===== src/rtl/cfg_guard.sv =====
module cfg_guard #(
  parameter int DW   = 8,
  parameter int AW   = 4,
  parameter int NREG = 8
) (
  input  logic            clk,
  input  logic            rst_n,
  input  logic            cmd_valid,
  output logic            cmd_ready,
  input  logic [2:0]      cmd_op,
  input  logic [AW-1:0]   cmd_addr,
  input  logic [DW-1:0]   cmd_wdata,
  output logic            rsp_valid,
  input  logic            rsp_ready,
  output logic [1:0]      rsp_status,
  output logic [DW-1:0]   rsp_rdata,
  output logic [NREG-1:0] preg_q
);
  localparam int DEPTH = 1 << AW;
  localparam int PW    = (NREG > 1) ? $clog2(NREG) : 1;

  localparam logic [2:0] OP_PROG = 3'd0, OP_READ = 3'd1, OP_PRELOAD = 3'd2,
                         OP_SIG_RD = 3'd3, OP_SIG_WR = 3'd4, OP_SECURE = 3'd5,
                         OP_ERASE = 3'd6;
  localparam logic [1:0] ST_OK = 2'd0, ST_DENIED = 2'd1, ST_BADCMD = 2'd2;

  logic [DW-1:0] cfg_mem [DEPTH];
  logic [7:0]    sig_mem [8];
  logic          sec_q;
  logic [1:0]    status_d;
  logic [DW-1:0] rdata_d;
  logic          accept;
  logic [PW-1:0] pidx;

  assign cmd_ready = !rsp_valid;
  assign accept    = cmd_valid && cmd_ready;
  assign pidx      = cmd_addr[PW-1:0];

  always_comb begin
    status_d = ST_OK;
    rdata_d  = '0;
    case (cmd_op)
      OP_READ:
        if (sec_q) status_d = ST_DENIED;
        else       rdata_d  = cfg_mem[cmd_addr];
      OP_PRELOAD:
        if (sec_q) status_d = ST_DENIED;
      OP_SIG_RD:
        rdata_d = DW'(sig_mem[cmd_addr[2:0]]);
      OP_PROG, OP_SIG_WR, OP_SECURE, OP_ERASE: ;
      default:
        status_d = ST_BADCMD;
    endcase
  end

  always_ff @(posedge clk) begin
    if (!rst_n) begin
      rsp_valid  <= 1'b0;
      rsp_status <= ST_OK;
      rsp_rdata  <= '0;
      sec_q      <= 1'b0;
      preg_q     <= '0;
      for (int i = 0; i < DEPTH; i++) cfg_mem[i] <= '0;
      for (int j = 0; j < 8; j++)     sig_mem[j] <= '0;
    end else begin
      if (rsp_valid && rsp_ready) rsp_valid <= 1'b0;
      if (accept) begin
        rsp_valid  <= 1'b1;
        rsp_status <= status_d;
        rsp_rdata  <= rdata_d;
        case (cmd_op)
          OP_PROG:    cfg_mem[cmd_addr] <= cmd_wdata;
          OP_PRELOAD: if (!sec_q) preg_q[pidx] <= cmd_wdata[0];
          OP_SIG_WR:  sig_mem[cmd_addr[2:0]] <= cmd_wdata[7:0];
          OP_SECURE:  sec_q <= 1'b1;
          OP_ERASE: begin
            sec_q <= 1'b0;
            for (int k = 0; k < DEPTH; k++) cfg_mem[k] <= '0;
          end
          default: ;
        endcase
      end
    end
  end
endmodule



===== config.mk =====
export PLATFORM = sky130hd
export DESIGN_NAME = cfg_guard
export DESIGN_NICKNAME = d
export VERILOG_FILES = /design/src/rtl/cfg_guard.sv
export SDC_FILE = /design/constraint.sdc
export NUM_CORES = 1
export LEC_CHECK = 0
export CORE_ASPECT_RATIO = 1.1
export CORE_MARGIN = 3
export CORE_UTILIZATION = 69
export CTS_BUF_LIST = sky130_fd_sc_hd__clkbuf_2
export DETAILED_ROUTE_END_ITERATION = 10
export DONT_BUFFER_PORTS = 1
export PLACE_DENSITY_LB_ADDON = 0.15
export SETUP_SLACK_MARGIN = 0.15
export SYNTH_ARGS = -nofsm -noshare
export SYNTH_HDL_FRONTEND = slang
export SYNTH_SLANG_ARGS = --single-unit

===== constraint.sdc =====
create_clock -name clk -period 4.3 [get_ports clk]
set_input_delay 1.075 -clock clk [delete_from_list [all_inputs] [get_ports clk]]
set_output_delay 1.075 -clock clk [all_outputs]
set_load 0.02 [all_outputs]

==> results of run 1 <==
## cells by family after synthesis
kind of cell / count (synthesis)
xor+xnor: 1
buf+inv: 60
mux: 74
flops: 212
simple gates: 276
compound gates: 73
## power breakdown
part / internal (mW) / switching, mW
Clock: 0.475 / 0.770
Combinational: 0.0993 / 0.122
Sequential: 2.32 / 0.0351
## cells in the final DEF (no fill, tap or decap), types with 20 or more instances in the layout
| master | instances |
|---|---|
| dfxtp_1 | 20 |
| nor3_1 | 23 |
| mux2i_1 | 26 |
| mux4_2 | 32 |
| clkbuf_2 | 77 |
| o21ai_0 | 22 |
| nor2_1 | 22 |
| edfxtp_1 | 192 |
| and2_1 | 168 |
## registers in the layout (all words and copies together), names as in the netlist
signal / cells
rsp_rdata: 8
sec_q: 1
rsp_status: 2
sig_mem: 64
cfg_mem: 128
preg_q: 8
rsp_valid: 1
## final cells by class
cell class	count	area (µm²)
Clock buffer	77	385
Inverter	3	11.3
Timing Repair Buffer	16	120
Multi-Input combinational cell	424	3340
Clock inverter	14	53.8
Fill cell	873	3240
Tap cell	184	230
Sequential cell	212	6170
Antenna cell	1	2.50
## worst paths after layout
kind                                              from                      endpoint  slack, ns  cells after the start
worst max-delay path            rsp_valid$_SDFFE_PN0P_                     cmd_ready       1.66                      1
worst min-delay path                             rst_n    rsp_status[1]$_SDFFE_PN0P_       0.43                      1
worst max register to register  rsp_valid$_SDFFE_PN0P_  cfg_mem[10][3]$_SDFFCE_PN0P_       1.67                      5
worst min register to register      sec_q$_SDFFE_PN0P_            sec_q$_SDFFE_PN0P_       0.57                      2
## routing by layer
metal	vias to the layer above	wire length, µm
met5	-	0
met4	0	511
met3	42	2150
met2	318	10500
met1	2960	8430
li1	2663	-
==> flow_summary.yaml, run 1 <==
worst_setup_path:
  cp_num_buf_inv: 1
  path_cells: "inv_1"
  critical-path-slowest-cell: "dfxtp_1"
  slowest_delay_ns: 0.56
  end_kind: "output pin"
  arrival_ns: 1.57
  start_kind: "register"
  cp.required_ns: 3.22
  path_max_fanout: 7
  path_class: "register to output pin"
  crit_family: "flip-flops"
layout:
  fin_area_mm2: 0.0103
  syn_to_final_growth_pct: 5.59
  stdcell_count: 931
  drive_above_1_share_pct: 20.6
  nets: 727
  utilization_pct: 76.1
detailed_routing:
  vias: 5983
  wire_per_inst_um: 23.2
  firstDrtPassIters: 5
  route.detailed.drc: 0
  antenna_left: 0
  vias_per_cell: 6.43
  drt_wl_total_um: 21600
  initialDrtViolationCount: 647
sta:
  worst_pin_slew_ns: 1.15
  min_period_ns: 2.64
  fin_ws_ns: 1.66
  setup_tns_ns: 0
  slew_headroom_pct: 22.3
  period_share_pct: 61.5
  final-setup-viol-count: 0
  max_freq_mhz: 378
  rsz0062_at_grt: "false"
  fin_worst_skew_ns: 0.0507
  hold_viol: 0
  whs_ns: 0.430
  drv_slew: 0
logic_synthesis:
  synth-simple-area-share_pct: 16.9
  syn_avg_cell_area_um2: 14.0
  synth_compound_area_share_pct: 5.28
  yosys.area.top_type_share_pct: 59.1
  yosys-top-cells-count: "192 x edfxtp_1, 168 x and2_1, 38 x clkbuf_1"
  synth_edf_count: 192
  synth_seq_area_share_pct: 63.2
  synth_area_mm2: 0.00976
  synth_mux_area_share_pct: 11.9
  async_reset_ff_share_pct: 0
  synth_adder_area_share_pct: 0
  synth_seq_cells: 212
  ys_warn_count: 0
  synthesis.nets: 715
  synthXorXnorAreaFrac_pct: 0.0897
  syn_inst: 696
  yosysMostFrequentCell: "edfxtp_1"
  synth_top_cell_by_area: "edfxtp_1"
  synth_top_family_by_area: "simple AND/OR/NAND/NOR gates"
  synth_cell_types: 47
  yosys-top-cells-area: "edfxtp_1 59%, and2_1 11%, mux4_2 7.4%"
  synthFlopType: "edfxtp_1"
floorplanning:
  initial_core_util_pct: 72.1
  io_pins: 39
  die_area_mm2: 0.0156
  fp.coreArea_mm2: 0.0135
  die_width_um: 119
  row_count: 44
  die_y_um: 131
placed_design:
  port_buffers: 0
  placed_area_mm2: 0.00986
  dp_hpwl_um: 13900
  gp_congestion: 0.826
  place_ws_ns: 0.989
  dp.cells: 839
grt:
  grtUsageMet1_pct: 38.4
  grt_max_degree: 89
  grt_pass1_wl_um: 33400
  antenna_found_initial: 1
  grt_use_met3_pct: 8.57
  grt.overflow.total: 0
  use_met2_pct: 46.6
  grt_pass1_vias: 5926
  busiest_layer: "met2"
  grtUsageTotal_pct: 29.0
clocking:
  clk_latency_ns: 0.79
  cts_setup_buffers: 0
  cts.sinks: 212
  tritoncts: "built"
  post_cts_resize_count: 0
  ctsHoldBuffers: 0
  cts_buffers: 51
  h-tree-depth: 2
  clockBufferDepth: 3
  root_buffer: "clkbuf_2"
  clk_pin_slew_ns: 0.09
power:
  total_power_mw: 3.82
  power_density_mw_per_mm2: 371
  p_leak_nw: 3.78
  ir_drop_uv: 243
hold_path:
  hp-class: "primary input to register"
run_status:
  status: "finished clean"
flow_run:
  drv_cap: 0
Power figures use the tool's default switching activity.
==> run 2, diff against run 1 <==
ABC_AREA = 1   (was not set)
CORE_UTILIZATION = 60   (was 69)
clock period = 2.3 ns   (was 4.3 ns; I/O delays follow)
==> run 2 against run 1 <==
  * Design area is 1.8% higher
  * Die area up 13%
  * Routed wire length up 11%
  * Sequential share of layout area is 1.1 points lower
  * Global-route usage shrank 0.90 points
  * Largest cell class unchanged
  * Largest power group unchanged
==> flow_summary.yaml, run 2 <==
layout:
  drive_above_1_share_pct: 13.4
  stdcell_count: 1333
  top_regs: "cfg_mem x128, sig_mem x64"
  fin_area_mm2: 0.0105
  regArea_mm2: 0.00617
  layout_common_cells: "421 x nand2_1, 212 x nor2_1, 192 x edfxtp_1"
  largest_register_ffs: 128
  largest-register: "cfg_mem"
  multi_input_area_mm2: 0.00314
  fillerInstances: 1310
  utilization_pct: 66.7
  layout_commonest_cell: "nand2_1"
  nets: 1118
  syn_to_final_growth_pct: 8.46
power:
  p_leak_nw: 4.62
  intPower_mw: 5.32
  total_power_mw: 7.20
  power_density_mw_per_mm2: 686
  power_switching_mw: 1.88
  power_frac_comb_pct: 8.0
  ir_drop_uv: 518
  clkPwrFrac_pct: 30.9
  netSwitchingFraction_pct: 26.1
  power_frac_seq_pct: 61.2
floorplanning:
  die_area_mm2: 0.0177
  io_pins: 39
  row_count: 48
  initial_core_util_pct: 61.5
  fp.coreArea_mm2: 0.0157
  die_y_um: 139
  die_width_um: 127
clocking:
  h-tree-depth: 2
  cts.sinks: 212
  clk_latency_ns: 0.79
  cts_buffers: 49
  tritoncts: "built"
  clockBufferDepth: 3
  cts_setup_buffers: 0
  root_buffer: "clkbuf_2"
  clk_pin_slew_ns: 0.09
  post_cts_resize_count: 0
logic_synthesis:
  ys_warn_count: 0
  async_reset_ff_share_pct: 0
  synth_seq_area_share_pct: 63.7
  syn_inst: 1052
  syn_avg_cell_area_um2: 9.20
  yosys.area.top_type_share_pct: 59.6
  yosysMostFrequentCell: "nand2_1"
  yosys-top-cells-count: "421 x nand2_1, 212 x nor2_1, 192 x edfxtp_1"
  synth_cell_types: 30
  yosys-top-cells-area: "edfxtp_1 60%, nand2_1 16%, nor2_1 8.2%"
  synth_edf_count: 192
  synthesis.nets: 1071
  synth_top_cell_by_area: "edfxtp_1"
  synth_seq_cells: 212
  synthFlopType: "edfxtp_1"
  synth_area_mm2: 0.00967
sta:
  fin_ws_ns: 0.278
  hold_viol: 0
  final-setup-viol-count: 0
  fin_worst_skew_ns: 0.0578
  min_period_ns: 2.02
  max_freq_mhz: 494
  rsz0062_at_grt: "false"
  period_share_pct: 87.9
  setup_tns_ns: 0
  drv_slew: 0
  whs_ns: 0.0621
  worst_pin_slew_ns: 0.589
  slew_headroom_pct: 60.5
worst_setup_path:
  start_kind: "register"
  end_kind: "output pin"
  path_class: "register to output pin"
  path_max_fanout: 2
  path_cells: "inv_1, buf_4"
  critical-path-slowest-cell: "dfxtp_1"
  cp.required_ns: 1.73
  arrival_ns: 1.45
  slowest_delay_ns: 0.46
detailed_routing:
  initialDrtViolationCount: 677
  route.detailed.drc: 0
  wire_per_inst_um: 18.1
  vias: 7257
  drt_wl_total_um: 24100
  vias_per_cell: 5.44
  antenna_left: 0
  firstDrtPassIters: 5
placed_design:
  placed_area_mm2: 0.0101
  gp_congestion: 0.892
  port_buffers: 0
  place_ws_ns: 0.109
  dp.cells: 1245
  dp_hpwl_um: 15500
grt:
  grt_max_degree: 69
  grt_pass1_vias: 7140
  grt.overflow.total: 0
  antenna_found_initial: 1
  grt_pass1_wl_um: 37900
  grtUsageTotal_pct: 28.1
run_status:
  status: "finished clean"
hold_path:
  hp-class: "primary input to register"
flow_run:
  drv_cap: 0
## run 2: changes by cell type after synthesis, sizes merged, moves of 14 or more
cell    change
mux2       -16
nand2b     -14
nand2     +428
a21oi      +27
nor3       -17
and2      -169
mux2i      -26
clkbuf     -14
inv        +32
mux4       -32
nor2      +201
## run 2: path summary, 6_finish.rpt
check | startpoint | endpoint | slack, ns | cells after the start
max | rsp_valid$_SDFFE_PN0P_ | cmd_ready | 0.28 | 2
min | rsp_ready | rsp_valid$_SDFFE_PN0P_ | 0.06 | 2
max reg2reg | rsp_valid$_SDFFE_PN0P_ | cfg_mem[1][1]$_SDFFCE_PN0P_ | 0.32 | 7
min reg2reg | sec_q$_SDFFE_PN0P_ | rsp_status[0]$_SDFFE_PN0P_ | 0.56 | 2
## run 2: cells by family (layout without fill, tap and decap cells)
kind of cell | count (synthesis) | count (layout) | synth area share (%)
buffers and inverters | 86 | 166 | 3.85
AOI/OAI and AO/OA | 59 | 59 | 3.56
DFF | 212 | 212 | 63.7
other | 0 | 1 | 0
and+or+nand+nor | 695 | 695 | 28.9
## run 2: timing repair
action	in CTS	in global routing
hold buffers	3	0
endpoints found under the hold margin	6	0
endpoints found under the setup margin	0	0
## run 2: critical path, delay by kind of cell, from the launching register on
kind | cells | cell delay, ns
buffers and inverters | 2 | 0.24
DFF | 1 | 0.46
## run 2: layout make-up
cell class	count	share of cell area (%)
Antenna cell	1	0.0238
Clock buffer	72	3.43
Clock inverter	12	0.441
Inverter	36	1.29
Multi-Input combinational cell	754	29.9
Sequential cell	212	58.8
Tap cell	200	2.38
Timing Repair Buffer	46	3.72
## run 2: power by group through the flow
stage / Sequential [mW] / Clock [mW] / Combinational (mW)
2_1_floorplan: 4.47 / 0 / 0.410
3_3_place_gp: 4.49 / 0 / 0.559
3_5_place_dp: 4.49 / 0 / 0.563
4_1_cts: 4.40 / 2.25 / 0.570
5_1_grt: 4.42 / 2.48 / 0.634
6_report: 4.40 / 2.22 / 0.574
## run 2: metal layers
layer | vias to the layer above | share of wire (%) | track usage, %
met2 | 365 | 47 | 44.4
li1 | 3539 | - | -
met3 | 70 | 9.5 | 6.55
met1 | 3283 | 39 | 37.7
met4 | 0 | 3.8 | 11.9
met5 | - | 0 | 0
==> run 3, diff against run 2 <==
ABC_AREA = not set   (was 1)
==> run 3 against run 2 <==
  * Via count fell by 15%
  * Global-route usage shrank 1.0 points
  * Design area grew 2.4%
  * First-iteration DRC count down 4.7%
  * Worst setup slack worse by 0.018 ns
  * Sequential power about the same
  * Largest cell class unchanged
==> flow_summary.yaml, run 3 (synthesis gave the netlist of run 1 again) <==
floorplanning:
  die_width_um: 128
  initial_core_util_pct: 61.8
  die_y_um: 140
  io_pins: 39
  fp.coreArea_mm2: 0.0158
  row_count: 48
  die_area_mm2: 0.0178
placed_design:
  place_ws_ns: -0.0540
  dp.cells: 863
  dp_hpwl_um: 14600
  gp_congestion: 0.834
  port_buffers: 0
worst_setup_path:
  reg2reg_depth: 6
  slowest_delay_ns: 0.35
  timing.rr.end: "cfg_mem[14][0]$_SDFFCE_PN0P_"
  path_max_fanout: 6
  start_kind: "register"
  cp.required_ns: 1.73
  cp_common_cell: "buf_6"
  path_class: "register to output pin"
  end_kind: "output pin"
  r2r_slack_ns: 0.29
  critical-path-slowest-cell: "dfxtp_2"
  path_cells: "buf_6, inv_4, buf_6"
  regToRegStartpoint: "rsp_valid$_SDFFE_PN0P_"
  arrival_ns: 1.47
  setup.worst_path.start: "rsp_valid$_SDFFE_PN0P_"
  crit_path_end: "cmd_ready"
detailed_routing:
  initialDrtViolationCount: 645
  vias: 6141
  wire_per_inst_um: 24.4
  route.detailed.drc: 0
  vias_per_cell: 6.30
  antenna_left: 0
  firstDrtPassIters: 7
  drt_wl_total_um: 23800
sta:
  fin_worst_skew_ns: 0.0536
  min_period_ns: 2.04
  final-setup-viol-count: 0
  fin_ws_ns: 0.260
  hold_viol: 0
  period_share_pct: 88.7
  max_freq_mhz: 490
  rsz0062_at_grt: "false"
  drv_slew: 0
  worst_pin_slew_ns: 1.21
  slew_headroom_pct: 19.1
layout:
  largest-register: "cfg_mem"
  syn_to_final_growth_pct: 10.1
  drive_above_1_share_pct: 23.5
  layout_commonest_cell: "edfxtp_1"
  top_regs: "cfg_mem x128, sig_mem x64"
  nets: 751
  largest_register_ffs: 128
  stdcell_count: 975
  fillerInstances: 1116
  layout_common_cells: "192 x edfxtp_1, 168 x and2_1, 69 x clkbuf_2"
clocking:
  h-tree-depth: 2
  cts.sinks: 212
  clk_latency_ns: 0.82
  clockBufferDepth: 3
  root_buffer: "clkbuf_2"
  tritoncts: "built"
  clk_pin_slew_ns: 0.13
  cts_setup_buffers: 0
  cts_buffers: 52
grt:
  grt_max_degree: 75
  antenna_found_initial: 1
  grtUsageTotal_pct: 27.1
  grt_pass1_wl_um: 36400
  grt.overflow.total: 0
  grt_pass1_vias: 6167
flow_run:
  drv_cap: 0
hold_path:
  hp-class: "primary input to register"
power:
  ir_drop_uv: 318
  p_leak_nw: 3.93
  power_density_mw_per_mm2: 702
run_status:
  status: "finished clean"
==> run 3: worst min-delay path by stage <==
stage	start	end	cells past startpoint
detailed placement	sec_q$_SDFFE_PN0P_	sec_q$_SDFFE_PN0P_	2
global route	rst_n	sig_mem[2][4]$_SDFFCE_PN0P_	1
CTS	rst_n	sig_mem[2][4]$_SDFFCE_PN0P_	1
global placement	sig_mem[3][1]$_SDFFCE_PN0P_	rsp_rdata[1]$_SDFFE_PN0P_	2
floorplan	sec_q$_SDFFE_PN0P_	sec_q$_SDFFE_PN0P_	2
finish	rst_n	sig_mem[2][4]$_SDFFCE_PN0P_	1
==> run 3: area by class of cell <==
| cell class | instances | area, µm² | area share, % |
|---|---|---|---|
| diodes | 1 | 2.50 | 0.0233 |
| clock buffers | 69 | 345 | 3.21 |
| clock inverters | 27 | 161 | 1.50 |
| inverters | 3 | 13.8 | 0.128 |
| multi-input cells | 424 | 3430 | 31.9 |
| flip-flops and latches | 212 | 6170 | 57.4 |
| well taps | 200 | 250 | 2.33 |
| repair buffers | 39 | 373 | 3.47 |
==> run 3: worst max-delay path, delay by kind of cell (launching register included) <==
kind	cells	cell delay, ns
flops	1	0.35
buf+inv	3	0.30
==> run 3: repair_timing <==
| action | 4_1_cts | 5_1_grt |
|---|---|---|
| gates resized for setup | 2 | 4 |
| endpoints found under the setup margin | 17 | 1 |
| cloned | 0 | 0 |
| hold buffers | 15 | 0 |
| hold endpoints to repair | 213 | 0 |
==> run 3: power breakdown <==
part | internal (mW) | switching (mW) | leakage, nW | total (mW)
sequential | 4.34 | 0.0662 | 2.12 | 4.41
combinational | 0.216 | 0.312 | 1.45 | 0.528
clock | 1.06 | 1.55 | 0.362 | 2.61
total | 5.62 | 1.92 | 3.93 | 7.54
==> run 3: per-layer routing <==
layer / up-vias / part of all wire (%) / track usage (%)
met5: - / 0 / 0
met2: 348 / 49 / 43.0
met4: 0 / 2.2 / 8.94
met3: 43 / 8.7 / 5.83
met1: 3039 / 40 / 37.7
li1: 2711 / - / -
==> run 3: stage by stage <==
step / power (mW) / util (%) / area (µm²) / hold WS, ns / setup TNS (ns)
floorplan: 4.85 / - / 9860 / 0.484 / 0
global placement: 4.90 / 63.7 / 10100 / 0.512 / 0
detailed placement: 4.92 / 63.7 / 10100 / 0.535 / -0.799
CTS: 7.58 / 68.0 / 10700 / 0.00636 / 0
global route: 7.82 / 68.0 / 10700 / 0.0162 / 0
finish: 7.54 / 68.0 / 10700 / 0.0658 / 0
